--- src/rtl/irq_arb_pkg.sv ---
package irq_arb_pkg;
    localparam int NSRC = 15;
    localparam int CW   = 4;

    localparam int SRC_RST  = 0;
    localparam int SRC_MCK  = 1;
    localparam int SRC_DBG  = 2;
    localparam int SRC_HDEC = 3;
    localparam int SRC_EXT  = 4;
    localparam int SRC_CEXT = 5;
    localparam int SRC_WDT  = 6;
    localparam int SRC_CDB  = 7;
    localparam int SRC_FIT  = 8;
    localparam int SRC_PIT  = 9;
    localparam int SRC_DEC  = 10;
    localparam int SRC_DB   = 11;
    localparam int SRC_HDB  = 12;
    localparam int SRC_PMU  = 13;
    localparam int SRC_THM  = 14;

    // sources allowed to end the low-power state
    localparam logic [NSRC-1:0] WAKE_MASK =
        NSRC'((1 << SRC_RST) | (1 << SRC_MCK) | (1 << SRC_EXT) |
              (1 << SRC_DEC) | (1 << SRC_DB)  | (1 << SRC_HDB));

    // level-like sources never cleared by delivery
    localparam logic [NSRC-1:0] LEVEL_MASK =
        NSRC'((1 << SRC_EXT) | (1 << SRC_CEXT));

    typedef struct packed {
        logic [NSRC-1:0] pend;
        logic            ps;
        logic            take;
        logic [CW-1:0]   cause;
        logic            wake;
        logic [CW-1:0]   code;
    } arb_state_t;
endpackage

--- src/rtl/irq_gate.sv ---
module irq_gate
    import irq_arb_pkg::*;
#(
    parameter bit HAS_HV = 1'b1
) (
    input  logic [NSRC-1:0] pend,
    input  logic            ee_eff,
    input  logic            hv,
    input  logic            lpes0,
    input  logic            hdice,
    input  logic            ps,
    output logic [NSRC-1:0] elig
);
    logic [NSRC-1:0] gate;

    always_comb begin
        gate           = '1;
        gate[SRC_HDEC] = hdice & (ee_eff | ~hv);
        gate[SRC_EXT]  = ee_eff | (HAS_HV & ~hv & ~lpes0);
        if (ps) begin
            gate = gate & WAKE_MASK;
        end
        elig = pend & gate;
    end
endmodule

--- src/rtl/irq_pick.sv ---
module irq_pick
    import irq_arb_pkg::*;
(
    input  logic [NSRC-1:0] elig,
    output logic            any,
    output logic [NSRC-1:0] grant,
    output logic [CW-1:0]   idx
);
    logic [NSRC-1:0] above;

    assign above[0] = 1'b0;
    genvar g;
    generate
        for (g = 1; g < NSRC; g++) begin : g_chain
            assign above[g] = above[g-1] | elig[g-1];
        end
    endgenerate

    assign grant = elig & ~above;
    assign any   = |elig;

    always_comb begin
        idx = '0;
        for (int i = 0; i < NSRC; i++) begin
            if (grant[i]) idx = CW'(i);
        end
    end
endmodule

--- src/rtl/irq_wake_code.sv ---
module irq_wake_code
    import irq_arb_pkg::*;
(
    input  logic [CW-1:0] idx,
    output logic [CW-1:0] code
);
    always_comb begin
        case (int'(idx))
            SRC_RST: code = 4'h4;
            SRC_EXT: code = 4'h8;
            SRC_DEC: code = 4'h6;
            SRC_DB:  code = 4'h5;
            SRC_HDB: code = 4'h3;
            default: code = 4'h0;
        endcase
    end
endmodule

--- src/rtl/irq_arbiter.sv ---
module irq_arbiter
    import irq_arb_pkg::*;
#(
    parameter bit HAS_HV = 1'b1
) (
    input  logic            clk,
    input  logic            rst_n,
    input  logic [NSRC-1:0] raise_i,
    input  logic [NSRC-1:0] clr_i,
    input  logic            ee_i,
    input  logic            hv_i,
    input  logic            lpes0_i,
    input  logic            hdice_i,
    input  logic            dec_clr_i,
    input  logic            ps_enter_i,
    output logic            take_o,
    output logic [CW-1:0]   cause_o,
    output logic            wake_o,
    output logic [CW-1:0]   wake_code_o,
    output logic            req_o,
    output logic            ps_o,
    output logic [NSRC-1:0] pend_o
);
    arb_state_t state_d, state_q;

    logic [NSRC-1:0] elig, grant, clr_rule, deliver_clr;
    logic            any;
    logic [CW-1:0]   idx, wcode;
    logic            is_mck;

    irq_gate #(.HAS_HV(HAS_HV)) u_gate (
        .pend   (state_q.pend),
        .ee_eff (ee_i | state_q.ps),
        .hv     (hv_i),
        .lpes0  (lpes0_i),
        .hdice  (hdice_i),
        .ps     (state_q.ps),
        .elig   (elig)
    );

    irq_pick u_pick (
        .elig  (elig),
        .any   (any),
        .grant (grant),
        .idx   (idx)
    );

    irq_wake_code u_wcode (
        .idx  (idx),
        .code (wcode)
    );

    assign is_mck = (int'(idx) == SRC_MCK);

    always_comb begin
        clr_rule          = ~LEVEL_MASK;
        clr_rule[SRC_DEC] = dec_clr_i;
        deliver_clr       = grant & clr_rule;

        state_d = state_q;
        state_d.pend = ((state_q.pend & ~clr_i) | raise_i) & ~deliver_clr;
        if (ps_enter_i) begin
            state_d.pend[SRC_HDEC] = 1'b0;
        end

        state_d.take  = any;
        state_d.wake  = any & state_q.ps & ~is_mck;
        state_d.cause = '0;
        state_d.code  = '0;
        if (any) begin
            state_d.cause = state_d.wake ? CW'(SRC_RST) : idx;
            state_d.code  = state_d.wake ? wcode : '0;
        end

        state_d.ps = any ? 1'b0 : (state_q.ps | ps_enter_i);
    end

    always_ff @(posedge clk) begin
        if (!rst_n) begin
            state_q <= '0;
        end else begin
            state_q <= state_d;
        end
    end

    assign take_o      = state_q.take;
    assign cause_o     = state_q.cause;
    assign wake_o      = state_q.wake;
    assign wake_code_o = state_q.code;
    assign req_o       = |state_q.pend;
    assign ps_o        = state_q.ps;
    assign pend_o      = state_q.pend;
endmodule

--- config.mk ---
export PLATFORM = sky130hd
export DESIGN_NAME = irq_arbiter
export DESIGN_NICKNAME = d
export VERILOG_FILES = /design/src/rtl/irq_arb_pkg.sv /design/src/rtl/irq_gate.sv /design/src/rtl/irq_pick.sv /design/src/rtl/irq_wake_code.sv /design/src/rtl/irq_arbiter.sv
export SDC_FILE = /design/constraint.sdc
export NUM_CORES = 1
export LEC_CHECK = 0
export ABC_CLOCK_PERIOD_IN_PS = 4400
export BUFFER_PORTS_ARGS = -buffer_cell sky130_fd_sc_hd__buf_2
export CORE_MARGIN = 2
export CORE_UTILIZATION = 40
export DETAILED_ROUTE_END_ITERATION = 10
export MAX_ROUTING_LAYER = met4
export PLACE_DENSITY = 0.8
export RECOVER_POWER = 25
export SETUP_SLACK_MARGIN = 0.05
export SYNTH_ARGS = -nofsm -noshare
export SYNTH_HDL_FRONTEND = slang
export SYNTH_SLANG_ARGS = --single-unit
--- constraint.sdc ---
create_clock -name clk -period 4.4 [get_ports clk]
set_input_delay 0.88 -clock clk [delete_from_list [all_inputs] [get_ports clk]]
set_output_delay 0.88 -clock clk [all_outputs]
set_load 0.05 [all_outputs]
# ---- Yosys cells after proc, flatten, opt, wreduce, memory -nomap -nowiden
# Index checks and enable logic that the tools add are counted.
dict set report totals {
  input_bits 38
  memories 0
  out_inout_bits 27
  latch_bits 0
  mem_bits_rw 0
  word_cells 70
  mem_bits_ro 0
  regBits 26
}
dict set report classes {
  add_sub_neg 0
  n_bitwise 35
  n_mul 0
  n_div 0
  shift 0
  magnitude_cmp 0
  eq_ne 5
  n_reduce_logical 7
  n_mux 16
}
# cell count
set ops {}
lappend ops {{$and A15 B15 Y15} 5}
lappend ops {{$mux W4} 13}
lappend ops {{$not A15 Y15} 3}
lappend ops {{$reduce_or A15 Y1} 2}
lappend ops {{$pmux W4 S5} 1}
lappend ops {{$or A1 B1 Y1} 17}
lappend ops {{$reduce_or A16 Y1} 1}
lappend ops {{$mux W15} 1}
lappend ops {{$or A15 B15 Y15} 1}
lappend ops {{$eq A4 B4 Y1 const B} 3}
lappend ops {{$not A1 Y1} 5}
lappend ops {{$and A1 B1 Y1} 4}
lappend ops {{$eq A4 B2 Y1 const B} 1}
lappend ops {{$eq A4 B3 Y1 const B} 1}
lappend ops {{$logic_not A4 Y1} 1}
lappend ops {{$reduce_and A3 Y1} 1}
lappend ops {{$reduce_or A3 Y1} 1}
lappend ops {{$reduce_or A2 Y1} 1}
lappend ops {{$mux W1} 1}

# ---- Depth between registers and ports, before layout
# Gate-level depths: netlist of the first run.
dict set report depth {
  word_depth 38
  depth_mapped 5
  depth_no_buf 5
}

# ---- Hierarchy
# Synthesis of the first run repeated with hierarchy kept, for this count alone.
dict set report hier_totals {
  cells_unflattened 174
  hier_area_um2 1477.7
}
# module cells_each area_per_inst_um2 instances
set by_module_without_submodules {}
lappend by_module_without_submodules {irq_arbiter 96 977.2 1}
lappend by_module_without_submodules {irq_pick 50 320.3 1}
lappend by_module_without_submodules {irq_gate 18 118.9 1}
lappend by_module_without_submodules {irq_wake_code 10 61.3 1}

# ---- Worst setup path before layout of the first run
# Ideal clock, no wire load.
dict set report synth_timing {
  path_type {reg-to-output}
  startpoint {reg state_q, in the netlist pend_o[5]}
  endpoint {out req_o}
  setup_slack_ns 1.990
  stages_incl_launch_ff 5
  path_buffers 0
  arrival_ns 1.530
  cell_sequence {dfxtp_1 > nor3_4 > nand2_1 > nor2_1 > nand4_1}
}
dict set report synth_via {
  elab_chain_len 1
}
# element line_no
set synth_lines {}
lappend synth_lines {{start: declaration} irq_arbiter.sv:24} ;# arb_state_t state_d, state_q;
lappend synth_lines {{start signal: assignment} irq_arbiter.sv:82} ;# state_q <= state_d;
lappend synth_lines {{$reduce_or A15 Y1} irq_arbiter.sv:90} ;# assign req_o = |state_q.pend;
lappend synth_lines {{end: declaration} irq_arbiter.sv:20} ;# output logic req_o,
# No other way between the ends.

# ---- Final worst setup path of the first run
dict set report layout_timing {
  startpoint {reg state_q, in the netlist pend_o[9]}
  endpoint {out req_o}
}
# The elaborated chain is that of the path after synthesis.

==> impl_metrics.csv, run 1 <==
group,metric,value,unit
synthesis,yosysMostFrequentCell,"dfxtp_1",
drt,viasPerCell,5.03,
power,p_int,0.348,mW
final_layout,num_antenna_cells,0,
synthesis,yosysSeqAreaShare,40.7,%
grt,antenna_found_initial,0,
cts,cts_buffer_depth,2,
synthesis,synth-simple-area-share,27.2,%
synthesis,synth_fa_ha_area_share,0,%
final_layout,drive_gt1_share,34.4,%
hold_path,hold_class,"reg2reg",
synthesis,async_flop_share,0,%
grt,grt_pass1_wl,4840,um
synthesis,post_synth.cell_area_avg,8.63,um^2
sta,holdWs,0.497,ns
synthesis,synthXorXnorAreaFrac,0,%
floorplanning,dieWidth,60.5,um
placement,gp_congestion,0.903,
final_layout,design_area,1650,um^2
synthesis,ys_seq_elements,26,
grt,grt.total_usage,18.3,%
power,ir_drop,0.122,mV
worst_setup_path,critical_path.max_stage_delay,0.36,ns
floorplanning,start_util,41.8,%
cts,clkTransAtPathRegs,0.13,ns
synthesis,synth_area_leaders,"dfxtp_1 41%, nor2_1 5.6%, o21ai_0 5.1%",
synthesis,yosysUniqueCellTypes,40,
synthesis,synthMuxAreaShare,0,%
floorplanning,dieHeight,60.5,um
drt,ant_nets,0,
final_layout,final_cells,256,
cts,clk_latency,0.33,ns
sta,post-route-period-util,57.4,%
cts,cts_setup_buffers,0,
sta,rsz0062_at_grt,"false",
drt,drtIter0Drc,29,
grt,grt_max_degree,20,
sta,hold_violations,0,
synthesis,ys.flop_type,"dfxtp_1",
drt,drc_errors,0,
grt,grt_pass1_vias,1172,
worst_setup_path,crit_slowest_cell,"dfxtp_1",
sta,post-route-min-period,2.53,ns
synthesis,synth_top_cells_by_count,"26 x dfxtp_1, 19 x nor2_1, 13 x o21ai_0, 11 x a21oi_1, 10 x nor2b_1",
placement,place_area,1640,um^2
cts,cts_resized,0,
worst_setup_path,critPathCaptureType,"output pin",
sta,finalSetupTns,0,ns
cts,ctsHoldBuffers,0,
run_status,status,"finished, final reports clean",
synthesis,synth_compound_area_share,28.7,%
floorplanning,dieArea,3660,um^2
placement,dp_hpwl,2360,um
power,pwr-share-comb,27.4,%
power,p_seq_share,50.0,%
placement,dp.cells,252,
synthesis,synth_top_family_by_area,"compound AO/OA/AOI/OAI gates",
grt,overflow,0,
floorplanning,num_rows,20,
synthesis,syn-cell-area,1280,um^2
drt,drt_wl_total,3040,um
sta,worst-slew-pin-transition,0.766,ns
placement,port-buffer-count,63,
synthesis,ys_warn_count,0,
cts,htree_levels,1,
floorplanning,core,3050,um^2
sta,finalSetupViolCount,0,
cts,root_buffer,"clkbuf_4",
final_layout,fillers,334,
power,p_sw_share,34.3,%
floorplanning,io_pins,65,
worst_setup_path,worst-path-max-fanout,5,
synthesis,synth_top_area_share,40.7,%
worst_setup_path,critPathKind,"reg2out",
drt,drtPass1Iterations,4,
cts,cts_tree,"built",
drt,wl_per_cell,11.9,um
power,power.density,321,nW/um^2
synthesis,synth_edf_count,0,
cts,clock_sinks,26,
power,switchingPower,0.182,mW
sta,final_max_slew_viol_count,0,
power,p_total,0.530,mW
synthesis,yosysTopAreaCell,"dfxtp_1",
final_layout,final_nets,251,
synthesis,syn_nets,186,
flow_run,cap_violations,0,
worst_setup_path,cp-start-kind,"register",
worst_setup_path,crit_chain,"nor3_1 -> nand2_1 -> nor2_1 -> nand4_1 -> buf_2",
sta,fmax,0.396,GHz
worst_setup_path,worstPathArrival,1.65,ns
power,pwr-share-clk,22.6,%
sta,finClkSkew,0.00278,ns
power,leakagePower,0.788,nW
worst_setup_path,required,3.52,ns
drt,num_vias,1287,
sta,slew_headroom,48.9,%
final_layout,synthToLayoutAreaGrowth,29.1,%
synthesis,syn_inst,148,
cts,cts_buffers,3,
## flip-flops by register name, indices dropped and copies added (netlist names)
signal / count
ps_o: 1
cause_o: 4
take_o: 1
pend_o: 15
wake_o: 1
wake_code_o: 4
## metal layers
layer	vias up	routed length, um	track usage [%]
met5	-	0	-
met4	0	61	8.39
met1	577	1410	21.6
met3	6	138	1.92
met2	42	1430	31.2
li1	662	-	-
## path summary, 6_finish.rpt
kind,startpoint,to,slack (ns),depth (start not counted)
setup / recovery,pend_o[9]$_SDFF_PN0_,req_o,1.87,5
hold / removal,pend_o[0]$_SDFF_PN0_,pend_o[0]$_SDFF_PN0_,0.50,1
setup reg to reg,ps_o$_SDFF_PP0_,cause_o[0]$_SDFF_PP0_,2.17,5
hold reg to reg,pend_o[0]$_SDFF_PN0_,pend_o[0]$_SDFF_PN0_,0.50,1
## power by group through the flow
stage	registers [mW]	clock network (mW)	logic (mW)
2_1_floorplan	0.315	0	0.0610
3_3_place_gp	0.270	0	0.147
3_5_place_dp	0.270	0	0.149
4_1_cts	0.265	0.122	0.149
5_1_grt	0.268	0.133	0.159
6_report	0.265	0.120	0.145
## final cells by class
cell class | count | area [um^2] | share of cell area [%]
multi-input cells | 111 | 693 | 42.0
inverters | 8 | 30.0 | 1.82
clock buffers | 4 | 36.3 | 2.20
well taps | 44 | 55.1 | 3.34
flip-flops and latches | 26 | 520 | 31.6
repair buffers | 63 | 314 | 19.0
## cell families after synthesis
family | count (synthesis)
AND/OR/NAND/NOR | 58
AO/OA/AOI/OAI | 53
flip-flops | 26
buffers and inverters | 11
## through the flow
stage	util, %	setup slack, ns
floorplan	-	1.99
global placement	53.6	2.10
detailed placement	53.6	2.11
CTS	54.8	1.88
global route	54.0	1.72
finish	54.0	1.87
## critical path, delay by kind of cell, from the launching register on
family / cells / cell delay (ns)
and+or+nand+nor: 4 / 0.71
DFF: 1 / 0.36
buffers and inverters: 1 / 0.23
## placed cells by master, fill, tap and decap left out, types with 2 or more instances in the layout
cell      Yosys  layout
a21o_1        2       2
a21oi_1      11      11
a31oi_1       6       6
buf_2         1      62
clkbuf_4      0       3
dfxtp_1      26      26
inv_1         8       8
nand2_1       5       5
nand2b_1      2       3
nand3_1       3       3
nand4_1       2       2
nor2_1       19      19
nor2b_1      10      10
nor3_1        5       6
nor3_4        2       2
o21a_1        4       4
o21ai_0      13      13
o21ai_1       2       2
o21bai_1      2       2
o311a_1       2       2
No activity file was read; power rests on OpenSTA's default activity.
==> run 2: changes to the inputs <==
Settings changed: ABC_AREA from default to 1, ABC_CLOCK_PERIOD_IN_PS 4400 to 2300, PLACE_DENSITY 0.8 to 0.82.
Clock period 4.4 ns to 2.3 ns, I/O delays scaled along.
==> run 2 against run 1 <==
Net effect:
- synthesized cell count increased by 26%
- non-clock buffer count unchanged
- global-route usage increased by 0.54 points
- critical path type unchanged
- largest cell class unchanged
==> impl_metrics.csv, run 2 <==
group,metric,value,unit
worst_setup_path,crit_slowest_cell,"dfxtp_1",
synthesis,ys_seq_elements,26,
worst_setup_path,critPathKind,"reg2out",
grt,antenna_found_initial,0,
final_layout,final_core_util,55.8,%
synthesis,post_synth.cell_area_avg,7.13,um^2
power,p_sw_share,32.6,%
worst_setup_path,cp_num_buf_inv,1,
sta,finClkSkew,0.00236,ns
drt,num_vias,1430,
cts,htree_levels,1,
grt,overflow,0,
power,pwr-share-clk,27.1,%
grt,grt_max_degree,16,
grt,grt_pass1_vias,1207,
cts,cts_setup_buffers,0,
drt,viasPerCell,4.83,
final_layout,most-common-layout-cells,"56 x buf_2, 48 x nor2_1, 32 x inv_1",
worst_setup_path,required,1.84,ns
drt,drt_wl_total,3300,um
drt,ant_nets,0,
final_layout,layout_commonest_cell,"buf_2",
synthesis,syn_nets,225,
worst_setup_path,critPathMostFrequentCell,"nand3_1",
synthesis,synth_edf_count,0,
sta,finalSetupViolCount,0,
floorplanning,io_pins,65,
sta,hold_violations,0,
floorplanning,core,3100,um^2
flow_run,cap_violations,0,
run_status,status,"finished, final reports clean",
placement,port-buffer-count,63,
worst_setup_path,worst-path-max-fanout,6,
grt,grt.total_usage,18.8,%
power,p_seq_share,44.6,%
power,p_total,1.11,mW
cts,cts_tree,"built",
sta,worst-slew-pin-transition,0.597,ns
sta,fmax,0.499,GHz
sta,post-route-period-util,87.2,%
drt,drc_errors,0,
cts,root_buffer,"clkbuf_4",
sta,post-route-min-period,2.00,ns
synthesis,ys.flop_type,"dfxtp_1",
synthesis,syn-cell-area,1330,um^2
worst_setup_path,critical_path.max_stage_delay,0.37,ns
cts,clk_latency,0.31,ns
synthesis,syn_inst,187,
synthesis,yosysTopAreaCell,"dfxtp_1",
sta,rsz0062_at_grt,"false",
final_layout,drive_gt1_share,32.5,%
drt,drtIter0Drc,52,
synthesis,synth_area_leaders,"dfxtp_1 39%, nor2_1 14%, inv_1 9.0%",
worst_setup_path,crit_chain,"nor2_1 -> nand3_1 -> nor3_1 -> nand3_1 -> buf_2",
cts,clkTransAtPathRegs,0.12,ns
power,p_int,0.747,mW
sta,finalSetupTns,0,ns
worst_setup_path,cp-start-kind,"register",
worst_setup_path,path_delay_family,"simple AND/OR/NAND/NOR gates",
synthesis,yosysUniqueCellTypes,28,
final_layout,fillers,330,
final_layout,num_antenna_cells,0,
synthesis,yosysMostFrequentCell,"nor2_1",
sta,final_max_slew_viol_count,0,
final_layout,final_nets,291,
synthesis,ys_warn_count,0,
power,ir_drop,0.479,mV
synthesis,synth_top_area_share,39.1,%
power,leakagePower,0.909,nW
grt,grt_pass1_wl,5130,um
floorplanning,start_util,42.9,%
hold_path,hold_class,"in2reg",
placement,dp_hpwl,2720,um
floorplanning,num_rows,20,
cts,cts_buffer_depth,2,
cts,clock_sinks,26,
drt,drtPass1Iterations,4,
sta,slew_headroom,60.4,%
final_layout,regArea,522,um^2
floorplanning,dieHeight,61.7,um
final_layout,multi_input_area,664,um^2
final_layout,largest_reg_flops,15,
synthesis,async_flop_share,0,%
worst_setup_path,critPathCaptureType,"output pin",
floorplanning,dieWidth,61.7,um
placement,gp_congestion,0.892,
final_layout,synthToLayoutAreaGrowth,30.0,%
drt,wl_per_cell,11.1,um
synthesis,yosysSeqAreaShare,39.1,%
power,switchingPower,0.362,mW
cts,cts_buffers,3,
power,pwr-share-comb,28.3,%
power,power.density,640,nW/um^2
floorplanning,dieArea,3810,um^2
synthesis,synth_top_cells_by_count,"48 x nor2_1, 32 x inv_1, 26 x dfxtp_1, 12 x nand2_1",
worst_setup_path,worstPathArrival,1.54,ns
==> run 2: cell types whose count changed after synthesis, sizes merged, moves of 5 or more <==
cell,delta
nor2,+36
inv,+26
nand2,+13
nor2b,-11
nand3,+6
a31oi,-5
o21ai,-5
==> run 2: path summary, 6_finish.rpt <==
check	start	to	slack [ns]	cells past startpoint
max reg2reg	ps_o$_SDFF_PP0_	wake_code_o[2]$_SDFF_PN0_	0.45	11
max	pend_o[10]$_SDFF_PN0_	req_o	0.30	5
min	ps_enter_i	pend_o[3]$_SDFF_PP0_	0.31	2
min reg2reg	pend_o[0]$_SDFF_PN0_	pend_o[0]$_SDFF_PN0_	0.48	1
==> run 2: repair_timing <==
action / 4_1_cts / 5_1_grt
endpoints found under the setup margin: 0 / 1
gates resized for setup: 0 / 1
hold endpoints to repair: 0 / 0
hold buffers: 0 / 0
==> run 2: through the flow <==
step,setup WS [ns],area [um^2],instances,hold slack (ns)
global route,0.174,1730,296,0.295
global placement,0.362,1690,292,0.465
floorplan,0.358,1330,187,0.539
finish,0.295,1730,296,0.314
CTS,0.277,1740,296,0.308
detailed placement,0.318,1690,292,0.471
==> run 2: logic make-up after synthesis <==
family | count (synthesis) | share of synthesized area (%)
AO/OA/AOI/OAI | 25 | 10.8
flip-flops | 26 | 39.1
buffers and inverters | 36 | 11.1
AND/OR/NAND/NOR | 100 | 39.1
==> run 2: power by group through the flow <==
stage,Combinational [mW],Sequential [mW],Clock [mW]
floorplan,0.139,0.594,0
global placement,0.309,0.504,0
detailed placement,0.314,0.505,0
CTS,0.315,0.495,0.312
global route,0.343,0.499,0.333
finish,0.313,0.494,0.301
==> run 2: cell type report <==
class                           count  area share (%)
Clock buffer                        3            1.30
Tap cell                           44            3.18
Sequential cell                    26            30.1
Inverter                           34            7.65
Multi-Input combinational cell    125            38.3
Timing Repair Buffer               63            17.7
Clock inverter                      1            1.73
==> run 2: routing by layer <==
layer	wire, um	up-vias	share of wire (%)	global-route usage (%)
met5	0	-	0	-
met4	22	0	0.67	4.86
met3	274	6	8.3	4.35
met2	1560	60	47	31.3
met1	1440	633	44	23.0
li1	-	731	-	-
==> run 3: changes to the inputs <==
Settings changed: PLACE_DENSITY 0.82 to 0.79.
==> run 3 against run 2 <==
Net effect:
- fmax is 1.3% lower
- clock power about the same
- die area unchanged
- first-iteration DRC count decreased by 62%
- power is essentially flat
- count of clock-buffer cells in the layout unchanged
==> impl_metrics.csv, run 3 (synthesis gave the netlist of run 2 again) <==
group,metric,value,unit
floorplanning,num_rows,20,
worst_setup_path,cp-start-kind,"register",
drt,ant_nets,0,
cts,clk_latency,0.31,ns
worst_setup_path,crit_chain,"nor2_1 -> nand3_1 -> nor3_1 -> nand3_1 -> buf_2",
final_layout,fillers,340,
worst_setup_path,critPathCaptureType,"output pin",
flow_run,cap_violations,0,
worst_setup_path,required,1.84,ns
cts,root_buffer,"clkbuf_4",
power,leakagePower,0.904,nW
grt,overflow,0,
cts,cts_resized,0,
cts,cts_setup_buffers,0,
worst_setup_path,worst-path-max-fanout,6,
sta,slew_headroom,60.5,%
sta,worst-slew-pin-transition,0.595,ns
sta,final_max_slew_viol_count,0,
worst_setup_path,critPathMostFrequentCell,"nand3_1",
run_status,status,"finished, final reports clean",
worst_setup_path,critical_path.max_stage_delay,0.37,ns
grt,grt_max_degree,16,
drt,drt_wl_total,3220,um
grt,antenna_found_initial,0,
cts,clkTransAtPathRegs,0.13,ns
power,power.density,642,nW/um^2
drt,num_vias,1409,
placement,dp_hpwl,2660,um
placement,dp_slack,0.337,ns
floorplanning,dieArea,3810,um^2
sta,post-route-min-period,2.03,ns
worst_setup_path,r2r_slack,0.30,ns
drt,drc_errors,0,
floorplanning,io_pins,65,
worst_setup_path,critPathKind,"reg2out",
placement,gp_congestion,0.902,
final_layout,most-common-layout-cells,"55 x buf_2, 48 x nor2_1, 32 x inv_1",
placement,port-buffer-count,63,
drt,drtPass1Iterations,4,
cts,cts_tree,"built",
cts,ctsHoldBuffers,0,
grt,grt_pass1_wl,4950,um
final_layout,final_core_util,55.7,%
final_layout,drive_gt1_share,31.3,%
final_layout,multi_input_area,662,um^2
final_layout,design_area,1730,um^2
grt,grt.total_usage,18.2,%
cts,clock_sinks,26,
sta,holdWs,0.311,ns
sta,finClkSkew,0.000622,ns
cts,cts_buffers,3,
power,ir_drop,0.392,mV
drt,wl_per_cell,10.9,um
worst_setup_path,crit_slowest_cell,"dfxtp_1",
cts,cts_buffer_depth,2,
worst_setup_path,worstPathArrival,1.57,ns
placement,place_area,1690,um^2
cts,htree_levels,1,
final_layout,num_antenna_cells,0,
final_layout,final_nets,291,
sta,finalSetupTns,0,ns
floorplanning,start_util,42.9,%
drt,viasPerCell,4.76,
floorplanning,dieHeight,61.7,um
floorplanning,core,3100,um^2
final_layout,largest_reg_flops,15,
drt,drtIter0Drc,20,
final_layout,layout_commonest_cell,"buf_2",
sta,hold_violations,0,
sta,fmax,0.493,GHz
sta,fin_ws,0.270,ns
sta,rsz0062_at_grt,"false",
hold_path,hold_class,"in2reg",
worst_setup_path,cp_num_buf_inv,1,
final_layout,regArea,520,um^2
sta,finalSetupViolCount,0,
final_layout,synthToLayoutAreaGrowth,29.7,%
worst_setup_path,path_delay_family,"simple AND/OR/NAND/NOR gates",
grt,grt_pass1_vias,1184,
floorplanning,dieWidth,61.7,um
sta,post-route-period-util,88.3,%
run 3: cell count changes in the layout (fill, tap and decap cells not counted), sizes merged:
| cell | before | now |
|---|---|---|
| buf | 56 | 55 |
| clkbuf | 10 | 11 |
run 3: metrics by stage:
| stage | total power [mW] | instances |
|---|---|---|
| final | 1.11 | 296 |
| after global routing | 1.17 | 296 |
| after CTS | 1.13 | 296 |
| after detailed placement | 0.818 | 292 |
| after global placement | 0.813 | 292 |
| after floorplan | 0.733 | 187 |
run 3: final cells by class:
type | instances | share of cell area (%)
inverter | 34 | 7.68
clock buffer | 3 | 1.30
timing repair buffer | 63 | 17.7
tap | 44 | 3.19
sequential | 26 | 30.1
clock inverter | 1 | 1.74
multi-input combinational | 125 | 38.3
run 3: power breakdown:
group	internal (mW)	switching, mW
combinational	0.0940	0.218
sequential	0.476	0.0185
clock	0.176	0.126
total	0.747	0.362
run 3: metal layers:
layer,wire [um],vias to the layer above,global-route usage [%]
met5,0,-,-
met4,14,0,3.04
met3,223,2,4.35
met2,1450,51,29.8
met1,1530,624,23.3
li1,-,732,-
run 3: final timing paths:
check	from	to	depth (start not counted)
setup / recovery	pend_o[10]$_SDFF_PN0_	req_o	5
setup reg to reg	ps_o$_SDFF_PP0_	wake_code_o[2]$_SDFF_PN0_	11
hold reg to reg	pend_o[0]$_SDFF_PN0_	pend_o[0]$_SDFF_PN0_	1
hold / removal	ps_enter_i	pend_o[3]$_SDFF_PP0_	2
run 3: worst register-to-register path, cell delays in order (launching register included):
cell and delay (ns):
dfxtp_1 0.63, inv_4 0.11, o21ai_1 0.25, inv_1 0.13, nor2_4 0.16, nand4_2 0.11
nor2_2 0.20, nor2_1 0.09, nand2_1 0.07, nor2_1 0.04, nor2_1 0.08, nor2_1 0.04
